**config.mk**
```make
export PLATFORM = sky130hd
export DESIGN_NAME = pin_route_xbar
export DESIGN_NICKNAME = d
export VERILOG_FILES = /design/src/rtl/pin_route_xbar.sv
export SDC_FILE = /design/constraint.sdc
export NUM_CORES = 1
export LEC_CHECK = 0
export BUFFER_PORTS_ARGS = -buffer_cell sky130_fd_sc_hd__buf_2
export CAP_MARGIN = 20
export CORE_MARGIN = 3
export CORE_UTILIZATION = 58
export DETAILED_ROUTE_END_ITERATION = 16
export HOLD_SLACK_MARGIN = 0.1
export PLACE_DENSITY_LB_ADDON = 0.15
export RECOVER_POWER = 25
export SYNTH_ARGS = -nofsm -noshare
export SYNTH_HDL_FRONTEND = slang
export SYNTH_SLANG_ARGS = --single-unit
```
**constraint.sdc**
```tcl
create_clock -name clk -period 1.1 [get_ports clk]
set_clock_uncertainty 0.2 [all_clocks]
set_input_delay 0.33 -clock clk [delete_from_list [all_inputs] [get_ports clk]]
set_output_delay 0.33 -clock clk [all_outputs]
set_load 0.03 [all_outputs]
```
**src/rtl/pin_route_xbar.sv**
```systemverilog
module pin_route_xbar #(
  parameter int NPINS = 17,
  parameter int NSIG  = 17,
  parameter int IW    = 5
) (
  input  logic              clk,
  input  logic              rst_n,
  input  logic              uart_en,
  input  logic              cp0a_en,
  input  logic              cp0_en,
  input  logic              spi_en,
  input  logic              spi_4wire,
  input  logic              smb_en,
  input  logic              sysclk_en,
  input  logic [1:0]        pca_chans,
  input  logic              eci_en,
  input  logic              t0_en,
  input  logic              t1_en,
  input  logic [7:0]        p0_skip,
  input  logic [7:0]        p1_skip,
  output logic [NPINS*IW-1:0] pin_sel,
  output logic [NPINS-1:0]  pin_claimed,
  output logic [NSIG-1:0]   unrouted
);
  localparam logic [IW-1:0] GPIO = '1;
  localparam int FIRST_SEARCHED = 4;
  localparam int TX_PIN = 4, RX_PIN = 5, CPA_PIN = 12, CP_PIN = 13;

  logic [NSIG-1:0]  want;
  logic [NPINS-1:0] taken, claim_d, claim_q;
  logic [NSIG-1:0]  miss_d, miss_q;
  logic [IW-1:0]    sel_d [NPINS];
  logic [IW-1:0]    sel_q [NPINS];
  logic             found;

  always_comb begin
    want      = '0;
    want[0]   = uart_en;
    want[1]   = uart_en;
    want[2]   = cp0a_en;
    want[3]   = cp0_en;
    want[4]   = spi_en;
    want[5]   = spi_en;
    want[6]   = spi_en;
    want[7]   = spi_en & spi_4wire;
    want[8]   = smb_en;
    want[9]   = smb_en;
    want[10]  = sysclk_en;
    want[11]  = pca_chans != 2'd0;
    want[12]  = pca_chans[1];
    want[13]  = pca_chans == 2'd3;
    want[14]  = eci_en;
    want[15]  = t0_en;
    want[16]  = t1_en;
  end

  always_comb begin
    taken   = {{(NPINS-16){1'b0}}, p1_skip, p0_skip};
    claim_d = '0;
    miss_d  = '0;
    found   = 1'b0;
    for (int p = 0; p < NPINS; p++) sel_d[p] = GPIO;

    if (want[0]) begin
      sel_d[TX_PIN] = IW'(0); taken[TX_PIN] = 1'b1; claim_d[TX_PIN] = 1'b1;
      sel_d[RX_PIN] = IW'(1); taken[RX_PIN] = 1'b1; claim_d[RX_PIN] = 1'b1;
    end
    if (want[2]) begin
      sel_d[CPA_PIN] = IW'(2); taken[CPA_PIN] = 1'b1; claim_d[CPA_PIN] = 1'b1;
    end
    if (want[3]) begin
      sel_d[CP_PIN] = IW'(3); taken[CP_PIN] = 1'b1; claim_d[CP_PIN] = 1'b1;
    end

    for (int s = FIRST_SEARCHED; s < NSIG; s++) begin
      if (want[s]) begin
        found = 1'b0;
        for (int p = 0; p < NPINS; p++) begin
          if (!found && !taken[p]) begin
            found      = 1'b1;
            taken[p]   = 1'b1;
            claim_d[p] = 1'b1;
            sel_d[p]   = IW'(s);
          end
        end
        if (!found) miss_d[s] = 1'b1;
      end
    end
  end

  always_ff @(posedge clk or negedge rst_n) begin
    if (!rst_n) begin
      claim_q <= '0;
      miss_q  <= '0;
      for (int p = 0; p < NPINS; p++) sel_q[p] <= GPIO;
    end else begin
      claim_q <= claim_d;
      miss_q  <= miss_d;
      for (int p = 0; p < NPINS; p++) sel_q[p] <= sel_d[p];
    end
  end

  for (genvar p = 0; p < NPINS; p++) begin : g_out
    assign pin_sel[p*IW +: IW] = sel_q[p];
  end
  assign pin_claimed = claim_q;
  assign unrouted    = miss_q;
endmodule


```
==> impl_metrics.env, run 1 <==
export IMPL_numCtsBuffers=17
export IMPL_cts_resized=517
export IMPL_synth_area_um2=9311
export IMPL_dpl_worst_slack_ps=-4767
export IMPL_async_reset_ff_share_pct=100.0
export IMPL_yosysSeqAreaShare_pct=31.78
export IMPL_avgSynthCellArea_um2=7.918
export IMPL_ys_seq_elements=114
export IMPL_gp_congestion=1.096
export IMPL_die_w_um=132.7
export IMPL_die_h_um=132.7
export IMPL_htreeDepth=4
export IMPL_clockBufferDepth=2
export IMPL_ys_flop_type="dfstp_2"
export IMPL_numPortBuffers=143
export IMPL_hpwl_mm=35.79
export IMPL_start_util_pct=60.36
export IMPL_synthDistinctLibCells=99
export IMPL_clock_sinks=114
export IMPL_hold_buffers=2
export IMPL_pin_count=149
export IMPL_num_rows=45
export IMPL_yosys_warnings=0
export IMPL_haltStage="4_1_cts"
export IMPL_cts_setup_buffers=134
export IMPL_outcome="did not finish"
export IMPL_error="[ERROR DPL-0038] Utilization greater than 100%, impossible to legalize"
export IMPL_synth_edff_count=0
export IMPL_synthCells=1176
export IMPL_cts_root_buf="clkbuf_16"
-- stage by stage --
stage	TNS, ps	utilization (%)	area [um^2]	std cells	hold WS, ps
3_5_place_dp	-405270	92.49	14270	2005	157.0
3_3_place_gp	-374730	92.49	14270	2005	151.8
2_1_floorplan	-318460	-	9607	1180	-165.6
-- cell families after synthesis --
family          Yosys count  share of synthesized area (%)
buf+inv                  82                          4.152
simple gates            488                          25.46
flops                   114                          31.78
xor+xnor                  7                         0.6584
other cells               1                        0.04027
compound gates          467                          36.03
fa+ha+maj                17                          1.881
-- cells in the mapped netlist, drive strengths merged, types with 4 or more instances --
cell type | instances | area share (%)
o22ai | 24 | 1.7
or3 | 16 | 1.1
o221ai | 8 | 0.75
a2bb2oi | 5 | 0.47
a211o | 10 | 0.94
o21bai | 8 | 0.69
nor2 | 151 | 6.1
a2111oi | 10 | 1.2
nor3 | 61 | 3.4
maj3 | 17 | 1.9
dfstp | 85 | 24
o21ai | 89 | 5.0
clkbuf | 29 | 1.2
a21o | 9 | 0.73
buf | 33 | 2.2
o211a | 8 | 0.86
nor2b | 10 | 0.67
nand2 | 105 | 4.2
or2 | 17 | 1.1
o31ai | 12 | 0.97
a21boi | 6 | 0.48
and3 | 21 | 1.4
a22oi | 8 | 0.70
o32ai | 6 | 0.81
a21oi | 102 | 5.6
o311a | 5 | 0.55
a221oi | 4 | 0.38
inv | 20 | 0.81
a211oi | 39 | 3.7
nor4 | 17 | 1.4
o2111ai | 9 | 0.85
a32oi | 4 | 0.46
xnor2 | 6 | 0.56
or4 | 6 | 0.56
o21a | 11 | 0.97
dfrtp | 29 | 7.8
o211ai | 18 | 1.5
nand4 | 6 | 0.40
and2 | 12 | 0.81
o31a | 5 | 0.47
nand3 | 38 | 2.1
a31oi | 23 | 1.5
nand2b | 18 | 1.2
o311ai | 10 | 1.0
==> run 2, diff against run 1 <==
- CORE_UTILIZATION: 58 -> 40
- HOLD_SLACK_MARGIN: 0.1 -> not set
==> run 2 against run 1 <==
Against the previous run: area after synthesis unchanged; the flow now finishes, with violations (hold timing, setup timing); synthesized cell count unchanged.
==> impl_metrics.env, run 2 <==
export IMPL_relSlewSlack_pct=53.52
export IMPL_drtIter0Drc=1596
export IMPL_worstPathMaxFanout=8
export IMPL_rsz0062_at_grt="true"
export IMPL_core_um2=22780
export IMPL_grtUsageMet1_pct=45.88
export IMPL_critPathCaptureType="flip-flop"
export IMPL_routedWlPerCell_um=22.35
export IMPL_drive_gt1_share_pct=68.49
export IMPL_hpwl_mm=31.30
export IMPL_clockBufferDepth=2
export IMPL_worstPathArrival_ps=5490
export IMPL_synthTopCellsByArea="dfstp_2 24%, dfrtp_1 7.8%, nor2_1 6.0%, a21oi_1 5.4%, nand2_1 4.2%"
export IMPL_clk_pin_slew_ps=70
export IMPL_hold_path_class="primary input to flip-flop"
export IMPL_yosys_warnings=0
export IMPL_violations="hold timing, setup timing"
export IMPL_post_route_drc_count=0
export IMPL_dp_cells=2144
export IMPL_period_needed_ps=5348
export IMPL_vias=14353
export IMPL_dpl_instance_area_um2=14720
export IMPL_antenna_found_initial=0
export IMPL_power_density_nw_per_um2=1249
export IMPL_finalSetupViolations=238
export IMPL_fill_cells=1136
export IMPL_report_final_slew_viol_count=0
export IMPL_pin_count=149
export IMPL_cts_root_buf="clkbuf_16"
export IMPL_yosysSeqAreaShare_pct=31.78
export IMPL_grt_first_pass_wirelength_mm=67.45
export IMPL_synthDistinctLibCells=99
export IMPL_cap_violations=0
export IMPL_num_rows=55
export IMPL_yosys_top_cells_count="150 x nor2_1, 105 x nand2_1, 100 x a21oi_1, 85 x dfstp_2, 73 x o21ai_0"
export IMPL_largest_reg_flops=85
export IMPL_final_area_um2=19600
export IMPL_final_cells=2322
export IMPL_syn2layout_area_growth_pct=110.5
export IMPL_p_leak_nw=8.438
export IMPL_outcome="finished with violations"
export IMPL_yosys_area_top_type="dfstp_2"
export IMPL_ys_flop_type="dfstp_2"
export IMPL_numPortBuffers=143
export IMPL_hold_slack_ps=-26.89
export IMPL_final_core_util_pct=86.05
export IMPL_grt_max_degree=61
export IMPL_clock_sinks=114
export IMPL_cp_slowest_cell="o311ai_4"
export IMPL_nets=2026
export IMPL_hold_violations=3
export IMPL_die_w_um=158.6
export IMPL_hold_buffers=1
export IMPL_grt_remaining_overflow=0
export IMPL_ir_drop_uv=1018
export IMPL_top_usage_layer="met2"
export IMPL_fmax_mhz=187.0
export IMPL_gr_usage_met2_pct=53.42
export IMPL_synth_most_common_cell="nor2_1"
export IMPL_finalWirelength_mm=51.89
export IMPL_cp_slowest_stage_delay_ps=470
export IMPL_avgSynthCellArea_um2=7.918
export IMPL_min_period_over_period_pct=486.2
export IMPL_die_area_um2=25150
export IMPL_dr_pass1_iters=8
export IMPL_cp_start_kind="primary input"
export IMPL_grt_pass1_vias=12908
export IMPL_final_common_cell="buf_4"
export IMPL_use_met3_pct=6.931
export IMPL_cts_tree="yes"
export IMPL_htreeDepth=4
export IMPL_synth_edff_count=0
export IMPL_synth_area_um2=9311
export IMPL_numCtsBuffers=17
export IMPL_mostFrequentLayoutCells="581 x buf_4, 138 x buf_6, 108 x buf_2, 99 x nor2_1, 85 x dfstp_2"
export IMPL_required_ps=1250
export IMPL_start_util_pct=40.88
export IMPL_die_h_um=158.6
export IMPL_ys_seq_elements=114
export IMPL_gp_congestion=0.9479
export IMPL_synth_top_cell_area_share_pct=23.99
export IMPL_avgViaCountPerCell=6.181
export IMPL_crit_top_cell="buf_6"
export IMPL_synthCells=1176
export IMPL_tightest_slew_ps=691.2
export IMPL_ant_nets=0
export IMPL_criticalPathCategory="primary input to flip-flop"
export IMPL_track_usage_pct=33.79
export IMPL_n_antenna_cell=0
export IMPL_async_reset_ff_share_pct=100.0
export IMPL_fin_ws_ps=-4248
==> run 2: cell counts after synthesis <==
Identical to the previous run, type by type.
==> run 2: cells by family (layout without fill, tap and decap cells) <==
group	count (synthesis)	after routing	synth area share, %
xor+xnor	7	7	0.6584
other cells	1	5	0.04027
buf+inv	82	911	4.152
flops	114	114	31.78
compound gates	467	467	36.03
simple gates	488	488	25.46
fa+ha+maj	17	17	1.881
==> run 2: final timing paths <==
kind                             from                        to  slack [ps]  cells after the start
max in group asynchronous       rst_n      pin_sel[3]$_DFF_PN1_         -10                      3
min in group asynchronous       rst_n  pin_claimed[7]$_DFF_PN0_         280                      3
min                            cp0_en     pin_sel[67]$_DFF_PN1_         -30                      3
max                        p0_skip[2]     pin_sel[76]$_DFF_PN1_       -4250                     27
==> run 2: per-stage QoR <==
step	total power [W]	setup WS (ps)	TNS, ps	hold slack [ps]
floorplan	0.01000	-4129	-318460	-165.6
global placement	0.01396	-4717	-393010	152.6
finish	0.02449	-4248	-379080	-26.89
CTS	0.02178	-3945	-365550	-41.83
detailed placement	0.01407	-4735	-398440	145.9
global route	0.02527	-4360	-393400	-33.16
==> run 2: cell type report <==
cell class	instances	area, um^2	area share [%]
multi-input cells	984	8518	43.46
repair buffers	859	7030	35.87
flip-flops and latches	114	2959	15.10
clock buffers	17	425.4	2.170
well taps	313	391.6	1.998
clock inverters	15	196.4	1.002
inverters	20	80.08	0.4085
==> run 2: where the power goes <==
part           internal [W]  switching [W]
logic               0.00588        0.00717
clock network       0.00364        0.00253
registers           0.00509       0.000181
total                0.0146        0.00989
==> run 2: critical path: cells and delay by family <==
kind	cells	cell delay, ps
AOI/OAI and AO/OA	14	2990
adders and majority gates	1	400
buffers and inverters	10	1460
and+or+nand+nor	2	300
==> run 2: routing by layer <==
metal / up-vias / routed length, um
li1: 6169 / -
met1: 6960 / 20010
met2: 986 / 24000
met3: 238 / 5262
met4: 0 / 2613
met5: - / 0
==> run 2: timing repair <==
item                       in CTS  in global routing
setup endpoints to repair     228                228
pin swaps                     107                148
gates resized for setup       368                359
setup buffers                  62                 89
cloned                          2                  2
hold endpoints to repair      108                  4
Note: power is estimated with default switching activity, not from simulation.
